**src/rtl/pwr_ctl_pkg.sv**
```systemverilog
`timescale 1ns/1ps
// Package: shared control-register layout for the bus-idle power-down block.
// Assumes: the register is the fixed fields followed by one blocking bit per line.
package pwr_ctl_pkg;
    localparam int CTL_EN_BIT    = 0;
    localparam int CTL_TURBO_BIT = 1;
    localparam int CTL_BLK_LSB   = 2;
    localparam int CTL_FIXED     = 2;
endpackage

```
**src/rtl/strobe_sync.sv**
```systemverilog
`timescale 1ns/1ps
// Module: strobe_sync
// Brings the asynchronous strobe into the clock domain with two flops and
// flags any level change between successive synchronized samples.
// Assumes: strobe pulses last longer than one clock period.
module strobe_sync (
    input  logic clk,
    input  logic rst_n,
    input  logic strobe_i,
    output logic act_o
);
    logic meta_q, sync_q, prev_q;

    // Two-stage synchronizer plus one history stage
    always_ff @(posedge clk) begin
        if (!rst_n) begin
            meta_q <= 1'b0;
            sync_q <= 1'b0;
            prev_q <= 1'b0;
        end else begin
            meta_q <= strobe_i;
            sync_q <= meta_q;
            prev_q <= sync_q;
        end
    end

    // Activity is any difference between the two newest samples
    always_comb act_o = sync_q ^ prev_q;
endmodule

```
**src/rtl/idle_timer.sv**
```systemverilog
`timescale 1ns/1ps
// Module: idle_timer
// Counts clock periods without strobe activity, saturating at IDLE_LIMIT, and
// raises power-down when the limit is held, the enable is set and no activity
// is seen in the current cycle.
// Assumes: act_i comes from a synchronized change detector.
module idle_timer #(
    parameter int IDLE_LIMIT = 15,
    localparam int CNT_W     = $clog2(IDLE_LIMIT + 1)
) (
    input  logic clk,
    input  logic rst_n,
    input  logic act_i,
    input  logic en_i,
    output logic pdn_o
);
    localparam logic [CNT_W-1:0] LIMIT = CNT_W'(IDLE_LIMIT);

    logic [CNT_W-1:0] cnt_q;

    // Clear on activity, otherwise step until the limit is reached
    always_ff @(posedge clk) begin
        if (!rst_n)              cnt_q <= '0;
        else if (act_i)          cnt_q <= '0;
        else if (cnt_q != LIMIT) cnt_q <= cnt_q + 1'b1;
    end

    // Power-down request; activity drops it in the same cycle
    always_comb pdn_o = en_i && (cnt_q == LIMIT) && !act_i;

    p_idle_clear_r4: assert property (@(posedge clk) disable iff (!rst_n)
        act_i |=> (cnt_q == '0));
    p_count_step_r3: assert property (@(posedge clk) disable iff (!rst_n)
        (!act_i && cnt_q != LIMIT) |=> (cnt_q == CNT_W'($past(cnt_q) + 1'b1)));
    p_sat_hold_r5: assert property (@(posedge clk) disable iff (!rst_n)
        (!act_i && cnt_q == LIMIT) |=> (cnt_q == LIMIT));
endmodule

```
**src/rtl/pwr_ctl_reg.sv**
```systemverilog
`timescale 1ns/1ps
// Module: pwr_ctl_reg
// Run-time power-control register: enable, turbo-disable and per-line blocking.
// Assumes: a write is accepted on any edge where we_i is high; reset clears all.
module pwr_ctl_reg #(
    parameter int LA_W = 6,
    localparam int REG_W = pwr_ctl_pkg::CTL_FIXED + LA_W
) (
    input  logic             clk,
    input  logic             rst_n,
    input  logic             we_i,
    input  logic [REG_W-1:0] wdata_i,
    output logic             en_o,
    output logic             turbo_off_o,
    output logic [LA_W-1:0]  blk_o
);
    import pwr_ctl_pkg::*;

    logic [REG_W-1:0] ctl_q;

    // Register storage, fully cleared on reset
    always_ff @(posedge clk) begin
        if (!rst_n)    ctl_q <= '0;
        else if (we_i) ctl_q <= wdata_i;
    end

    // Field decode
    always_comb begin
        en_o        = ctl_q[CTL_EN_BIT];
        turbo_off_o = ctl_q[CTL_TURBO_BIT];
        blk_o       = ctl_q[CTL_BLK_LSB +: LA_W];
    end

    p_turbo_write_r11: assert property (@(posedge clk) disable iff (!rst_n)
        we_i |=> (turbo_off_o == $past(wdata_i[CTL_TURBO_BIT])));
    p_blk_write_r9: assert property (@(posedge clk) disable iff (!rst_n)
        we_i |=> (blk_o == $past(wdata_i[CTL_BLK_LSB +: LA_W])));
endmodule

```
**src/rtl/hold_gate.sv**
```systemverilog
`timescale 1ns/1ps
// Module: hold_gate
// Per-line freeze: an unblocked line passes straight through and is captured
// each clock; a blocked line shows its last captured value.
// Assumes: blk_i is synchronous to clk.
module hold_gate #(
    parameter int W = 8
) (
    input  logic         clk,
    input  logic         rst_n,
    input  logic [W-1:0] blk_i,
    input  logic [W-1:0] d_i,
    output logic [W-1:0] q_o
);
    for (genvar i = 0; i < W; i++) begin : g_line
        logic hold_q;

        // Capture the live value while the line is not blocked
        always_ff @(posedge clk) begin
            if (!rst_n)         hold_q <= 1'b0;
            else if (!blk_i[i]) hold_q <= d_i[i];
        end

        // Select live or held value
        always_comb q_o[i] = blk_i[i] ? hold_q : d_i[i];

        p_frozen_line_r6: assert property (@(posedge clk) disable iff (!rst_n)
            (blk_i[i] && $past(blk_i[i])) |-> $stable(q_o[i]));
    end
endmodule

```
**src/rtl/bus_idle_pwrdn.sv**
```systemverilog
`timescale 1ns/1ps
// Module: bus_idle_pwrdn
// Top level: strobe idle detection, power-down gating of the bus and memory
// selects, per-line logic-array blocking and the power-control register.
// Assumes: all bus inputs other than the strobe are synchronous to clk.
module bus_idle_pwrdn #(
    parameter int ADDR_W     = 16,
    parameter int DATA_W     = 8,
    parameter int SEL_W      = 4,
    parameter int LA_W       = 6,
    parameter int IDLE_LIMIT = 15
) (
    input  logic                                   clk,
    input  logic                                   rst_n,
    input  logic                                   strobe_i,
    input  logic [ADDR_W-1:0]                      addr_i,
    input  logic [DATA_W-1:0]                      data_i,
    output logic [ADDR_W-1:0]                      addr_o,
    output logic [DATA_W-1:0]                      data_o,
    input  logic [SEL_W-1:0]                       mem_sel_i,
    input  logic                                   cs_n_i,
    output logic [SEL_W-1:0]                       mem_sel_o,
    input  logic [LA_W-1:0]                        la_i,
    output logic [LA_W-1:0]                        la_o,
    input  logic                                   cfg_we_i,
    input  logic [pwr_ctl_pkg::CTL_FIXED+LA_W-1:0] cfg_wdata_i,
    output logic                                   pdn_o,
    output logic                                   turbo_off_o
);
    localparam int BUS_W = ADDR_W + DATA_W;

    logic            act;
    logic            apd_en;
    logic [LA_W-1:0] blk_bits;
    logic [BUS_W-1:0] bus_blk, bus_q;
    logic [LA_W-1:0]  la_blk;

    strobe_sync u_sync (
        .clk(clk), .rst_n(rst_n), .strobe_i(strobe_i), .act_o(act)
    );

    idle_timer #(.IDLE_LIMIT(IDLE_LIMIT)) u_timer (
        .clk(clk), .rst_n(rst_n), .act_i(act), .en_i(apd_en), .pdn_o(pdn_o)
    );

    pwr_ctl_reg #(.LA_W(LA_W)) u_ctl (
        .clk(clk), .rst_n(rst_n), .we_i(cfg_we_i), .wdata_i(cfg_wdata_i),
        .en_o(apd_en), .turbo_off_o(turbo_off_o), .blk_o(blk_bits)
    );

    // Block masks: bus lines follow power-down, logic lines add their own bits
    always_comb begin
        bus_blk = {BUS_W{pdn_o}};
        la_blk  = blk_bits | {LA_W{pdn_o}};
    end

    hold_gate #(.W(BUS_W)) u_bus_gate (
        .clk(clk), .rst_n(rst_n), .blk_i(bus_blk),
        .d_i({addr_i, data_i}), .q_o(bus_q)
    );

    hold_gate #(.W(LA_W)) u_la_gate (
        .clk(clk), .rst_n(rst_n), .blk_i(la_blk), .d_i(la_i), .q_o(la_o)
    );

    // Split the gated bus and qualify the memory selects
    always_comb begin
        addr_o    = bus_q[DATA_W +: ADDR_W];
        data_o    = bus_q[DATA_W-1:0];
        mem_sel_o = (pdn_o || cs_n_i) ? '0 : mem_sel_i;
    end

    p_sel_off_r7: assert property (@(posedge clk) disable iff (!rst_n)
        pdn_o |-> (mem_sel_o == '0));
    p_no_pdn_r2: assert property (@(posedge clk) disable iff (!rst_n)
        !apd_en |-> !pdn_o);
endmodule

```
**config.mk**
```make
export PLATFORM = sky130hd
export DESIGN_NAME = bus_idle_pwrdn
export DESIGN_NICKNAME = d
export VERILOG_FILES = /design/src/rtl/pwr_ctl_pkg.sv /design/src/rtl/strobe_sync.sv /design/src/rtl/idle_timer.sv /design/src/rtl/pwr_ctl_reg.sv /design/src/rtl/hold_gate.sv /design/src/rtl/bus_idle_pwrdn.sv
export SDC_FILE = /design/constraint.sdc
export NUM_CORES = 1
export LEC_CHECK = 0
export BUFFER_PORTS_ARGS = -buffer_cell sky130_fd_sc_hd__buf_4
export CORE_MARGIN = 4
export CORE_UTILIZATION = 30
export DETAILED_ROUTE_END_ITERATION = 7
export GPL_TIMING_DRIVEN = 0
export PLACE_DENSITY = 0.51
export SYNTH_ARGS = -nofsm -noshare
export SYNTH_HDL_FRONTEND = slang
export SYNTH_SLANG_ARGS = --single-unit
```
**constraint.sdc**
```tcl
create_clock -name clk -period 2 [get_ports clk]
set_clock_uncertainty 0.15 [all_clocks]
set_input_delay 0.4 -clock clk [delete_from_list [all_inputs] [get_ports clk]]
set_output_delay 0.4 -clock clk [all_outputs]
set_load 0.1 [all_outputs]
```
==> results of run 1 <==
==> worst paths after layout <==
path / start / end / slack (ps) / cells past startpoint
hold / removal: strobe_i / u_sync.meta_q / 160 / 2
setup reg to reg: u_timer.cnt_q[1] / u_bus_gate.g_line[10].hold_q / 440 / 6
setup / recovery: u_timer.cnt_q[1] / la_o[1] / -360 / 6
hold reg to reg: u_sync.meta_q / u_sync.sync_q / 300 / 1
==> timing repair <==
item	in CTS	in global routing
gates cloned	0	0
endpoints found under the setup margin	35	35
pin swaps	10	4
gates resized for setup	138	10
setup buffers	12	4
==> power by group through the flow <==
stage	Sequential, W	Clock (W)	Combinational [W]
after detailed placement	0.00100	0	0.000669
after CTS	0.000977	0.000630	0.000816
final	0.000978	0.000599	0.000823
after floorplan	0.00100	0	0.000493
after global placement	0.000998	0	0.000666
after global routing	0.000984	0.000667	0.000862
==> stage by stage <==
| step | worst slack, ps | total power (W) |
|---|---|---|
| 2_1_floorplan | -372.4 | 0.001496 |
| 3_3_place_gp | -424.7 | 0.001664 |
| 3_5_place_dp | -414.9 | 0.001669 |
| 4_1_cts | -373.6 | 0.002422 |
| 5_1_grt | -421.8 | 0.002513 |
| 6_report | -356.4 | 0.002400 |
==> Yosys cell counts (2+ instances only) <==
cell type / instances
a21boi_0: 4
nand3_2: 20
nand2_1: 38
nor2_1: 6
dfxtp_1: 45
buf_6: 5
mux2_4: 4
nand3_1: 6
and2_1: 3
o21ai_0: 24
a21oi_4: 3
clkbuf_1: 7
nor3b_1: 4
a21boi_1: 20
mux2_1: 2
buf_4: 2
nor2b_1: 8
mux2i_1: 15
a21oi_1: 2
==> flip-flops by register name (all words and copies together), names as in the netlist <==
register and count:
u_la_gate.g_line.hold_q 6, u_sync.sync_q 1, u_ctl.ctl_q 8, u_sync.meta_q 1, u_bus_gate.g_line.hold_q 24, u_timer.cnt_q 4, u_sync.prev_q 1
==> layer usage <==
| metal | global-route usage [%] | wire length [um] |
|---|---|---|
| met5 | 0 | 0 |
| met3 | 4.888 | 531 |
| met4 | 3.610 | 60 |
| met1 | 16.99 | 2660 |
| met2 | 22.41 | 2721 |
==> layout make-up <==
type	instances	area, um^2
Sequential cell	45	918.4
Clock buffer	6	82.58
Tap cell	99	123.9
Fill cell	644	3227
Timing Repair Buffer	96	1154
Multi-Input combinational cell	169	1558
Buffer	16	137.6
Clock inverter	2	13.76
==> kinds of logic (layout without fill, tap and decap cells) <==
kind of cell,after synthesis,count (layout),share of synthesized area (%)
XOR/XNOR,3,3,1.870
adder cells (fa/ha/maj),1,1,0.5665
buffers and inverters,16,120,5.552
multiplexers,21,21,10.54
AO/OA/AOI/OAI,56,56,17.28
AND/OR/NAND/NOR,88,88,23.40
flip-flops,45,45,40.79
==> impl_results.md, run 1 <==
* Mean post-synth cell area at 9.602 um^2
* Most common cell after layout, fill and taps aside: buf_4
* Setup TNS at -9520 ps
* Std cell rows at 31
* Synth area leaders: dfxtp_1 41%, nand3_2 9.1%, a21boi_1 6.8%
* Die Width at 93.80 um
* Initial Util at 30.61%
* Placed Instance Area at 3183 um^2
* Cell mode on critical path: buf_12
* Post-synth cell types at 31
* Routed vias/inst at 4.503
* H-Tree Depth at 2
* VDD IR-drop max at 0.3123 mV
* Warnings from Yosys at 0
* Startpoint types: flip-flop
* Setup WS post-layout at -356.4 ps
* Share of Yosys cell area claimed by the top area cell type at 40.79%
* First-pass GRT wire length at 9584 um
* Clock slew at reported path FFs at 90 ps
* Relative slew slack at 69.09%
* Worst-path cell chain: ha_4, and4_4, buf_12, a21oi_4, mux2_4, buf_12
* Crit-path slowest cell: dfxtp_4
* Max Cap Viol at 0
* Violation count after the first detailed-route iteration at 28
* Post-synthesis sequential area ratio at 40.79%
* Synth Flop Type: dfxtp_1
* Failing checks: negative setup slack
* Internal power at 0.001561 W
* Period minus WS final at 2356 ps
* Layout Cells excl Fill at 433
* CP max FO at 8
* Worst-skew pair later-pin latency at 290 ps
* Maximum clock frequency at 424.4 MHz
* Share of layout cells above drive strength 1 at 62.87%
* Hold_ws at 158.9 ps
* HP Class: input port to flip-flop
* CTS Sinks at 45
* Final hold viol count at 0
* Routed wire per std cell at 13.79 um
* Port buffer count at 80
* Sw Ratio at 34.98%
* First-pass detailed-route iteration total at 4
* NetSw at 0.0008397 W
* Synth Cell Area at 2208 um^2
* Flops & latches, synth at 45
* Final clock period utilization by the worst path at 117.8%
* Top cell family by delay on the critical path: flip-flops
* CTS tree: built
* Worst-margin pin slew at 463.7 ps
* Critical Path AT at 1810 ps
* Area delta synth->final at 80.57%
* Worst path max stage delay at 360 ps
* Gpl congestion at 0.6720
* Final #Nets at 381
* Post-Place Cells at 409
* Syn Nets at 278
* Total number of vias at 1,950
* P_leak at 1.659 nW
* Critical Path RT at 1450 ps
* Initial antenna violation count at 0
* Seq pwr share at 40.8%
* Grt ovf at 0
* Die height at 93.80 um
* Critical path class: flip-flop to output pin
* Longest Clk Path Bufs at 2
* # DRC at 0
* Final setup violation count at 35
* Critical Path End Type: output pin
* Area of the core at 7214 um^2
* Root Buffer: clkbuf_8
* Fraction of registers with async set/reset at 0%
* Number of nets with antenna violations after routing at 0
* GRT Resource Usage Total at 13.69%
* Finished Core Util at 55.27%
* Design Area, Final at 3988 um^2
* Clock buffer count from CTS at 5
* Pwr/cell area at 601.9 nW/um^2
* Clk pwr share at 25.0%
* CP bufs+invs at 2
* Cell count after synthesis at 230
* Post-synth top area cell: dfxtp_1
* Gate power share at 34.3%
* Commonest non-fill, non-tap cells in the layout: 62 x buf_4, 39 x dfxtp_1, 35 x buf_12
* # hold bufs at CTS at 0
* Die area at 8798 um^2
* IO Count at 83
* HPWL after detailed placement at 4171 um
* Number of enable flip-flop cells after synthesis at 0
* Antenna diodes at 0
* Vias in the first global route at 1,952
* RSZ-0062 raised after global routing: true
* Largest net degree at the start of global routing at 15
* Final Max Slew Viols at 0
* Status: complete, but fails checks
* WL final at 5973 um
Note: power is estimated with default switching activity, not from simulation.
==> inputs of run 2 (changes only) <==
- CORE_UTILIZATION: 30 -> 35
- PLACE_DENSITY: 0.51 -> 0.58
- SKIP_CTS_REPAIR_TIMING: not set -> 1
==> run 2 against run 1 <==
- the flow still finishes with violations (negative setup slack)
- final area grew 1.0%
- via count grew 2.8%
- global-route usage grew 1.2 points
- die area shrank 13%
- sequential share of layout area shrank 0.42 points
- clock power grew 3.8%
- first-iteration DRC count grew 75%
- fmax shrank 2.6%
- combinational power grew 1%
- routed wire length grew 2.7%
- register-to-register slack lost 50 ps
- critical endpoint unchanged
- largest cell class unchanged
==> impl_results.md, run 2 (synthesis gave the netlist of run 1 again) <==
* Status: complete, but fails checks
* Failing checks: negative setup slack
* P_leak at 1.669 nW
* Period minus WS final at 2420 ps
* Grt ovf at 0
* Area delta synth->final at 82.38%
* Std cell rows at 28
* Port buffer count at 80
* Maximum clock frequency at 413.2 MHz
* HP Class: input port to flip-flop
* NetSw at 0.0008387 W
* Final Max Slew Viols at 0
* First-pass detailed-route iteration total at 4
* Initial Util at 36.65%
* Routed vias/inst at 4.951
* Violation count after the first detailed-route iteration at 49
* Clock slew at reported path FFs at 80 ps
* Final hold viol count at 0
* Vias in the first global route at 1,858
* Clock buffer count from CTS at 5
* Root Buffer: clkbuf_8
* Final #Nets at 377
* Setup TNS at -11,620 ps
* Routed wire per std cell at 15.14 um
* Longest Clk Path Bufs at 2
* Die area at 7645 um^2
* Critical Path RT at 1450 ps
* Number of nets with antenna violations after routing at 0
* Clk pwr share at 25.5%
* Tot Pwr at 0.002437 W
* Largest registers: u_bus_gate.g_line.hold_q (24), u_ctl.ctl_q (8), u_la_gate.g_line.hold_q (6)
* GRT Resource Usage Total at 14.84%
* Seq pwr share at 40.3%
* Max Cap Viol at 0
* VDD IR-drop max at 0.3414 mV
* Sw Ratio at 34.42%
* Finished Core Util at 66.84%
* Design Area, Final at 4028 um^2
* CTS tree: built
* Worst-margin pin slew at 464.7 ps
* WL final at 6132 um
* Commonest non-fill, non-tap cells in the layout: 54 x buf_4, 41 x dfxtp_1, 38 x buf_12
* Total number of vias at 2,005
* # DRC at 0
* Gpl congestion at 0.6954
* Placed Instance Area at 3153 um^2
* Place WS at -401.9 ps
* Die height at 87.44 um
* Critical path class: flip-flop to output pin
* Critical Path End Type: output pin
* HPWL after detailed placement at 4123 um
* Largest register by flop count: u_bus_gate.g_line.hold_q
* Critical Path AT at 1870 ps
* Largest net degree at the start of global routing at 14
* RSZ-0062 raised after global routing: true
* First-pass GRT wire length at 8949 um
* Setup WS post-layout at -420.1 ps
* IO Count at 83
* Internal power at 0.001598 W
* Antenna diodes at 0
* Worst R2R Setup Slack at 390 ps
* Max reg flops at 24
* Initial antenna violation count at 0
* H-Tree Depth at 2
* Startpoint types: flip-flop
* Die Width at 87.44 um
* Area of the core at 6026 um^2
* Most common cell after layout, fill and taps aside: buf_4
* Worst-skew pair later-pin latency at 300 ps
* Gate power share at 34.2%
* Share of layout cells above drive strength 1 at 61.52%
* Pwr/cell area at 605.0 nW/um^2
* Final setup violation count at 35
* CTS Sinks at 45
* Final clock period utilization by the worst path at 121.0%
* Relative slew slack at 69.02%
* CP max FO at 6
[run 2: cell types whose count changed in the layout (fill, tap and decap cells not counted), sizes merged]
cell	previous run	this run
buf	105	100
clkbuf	13	15
clkinv	2	1
[run 2: power groups by stage]
stage | logic [W] | clock network [W] | registers (W)
global placement | 0.000664 | 0 | 0.000998
CTS | 0.000669 | 0.000643 | 0.000979
global route | 0.000870 | 0.000685 | 0.000988
floorplan | 0.000493 | 0 | 0.00100
finish | 0.000833 | 0.000622 | 0.000981
detailed placement | 0.000667 | 0 | 0.00100
[run 2: cell type report]
class                   instances  area [um^2]
well taps                      75        93.84
clock buffers                   7        96.34
clock inverters                 1        5.005
multi-input cells             169         1605
plain buffers                  16        146.4
repair buffers                 92         1170
flip-flops and latches         45        910.9
fillers                       483         1998
[run 2: worst paths after layout]
path / startpoint / end / cells past startpoint
max: u_timer.cnt_q[0] / la_o[1] / 6
min: strobe_i / u_sync.meta_q / 2
max reg2reg: u_sync.prev_q / u_bus_gate.g_line[14].hold_q / 5
min reg2reg: u_sync.meta_q / u_sync.sync_q / 1
[run 2: critical path, cell delays in order (launching register included)]
cell and delay [ps]:
dfxtp_4 360, ha_4 180, and4_4 220, buf_12 150
a21oi_4 160, mux2_4 340, buf_12 170
[run 2: per-layer routing]
metal	up-vias	global-route usage [%]	routed length, um
li1	1001	-	-
met1	935	19.24	2574
met2	62	23.49	3019
met3	7	4.636	470
met4	0	4.603	68
met5	-	0	0
[run 2: metrics by stage]
step                      hold WS [ps]  instances
after floorplan                  261.9        230
after global placement           273.7        385
after detailed placement         273.4        385
after CTS                        149.1        393
after global routing             153.2        405
final                            154.0        405
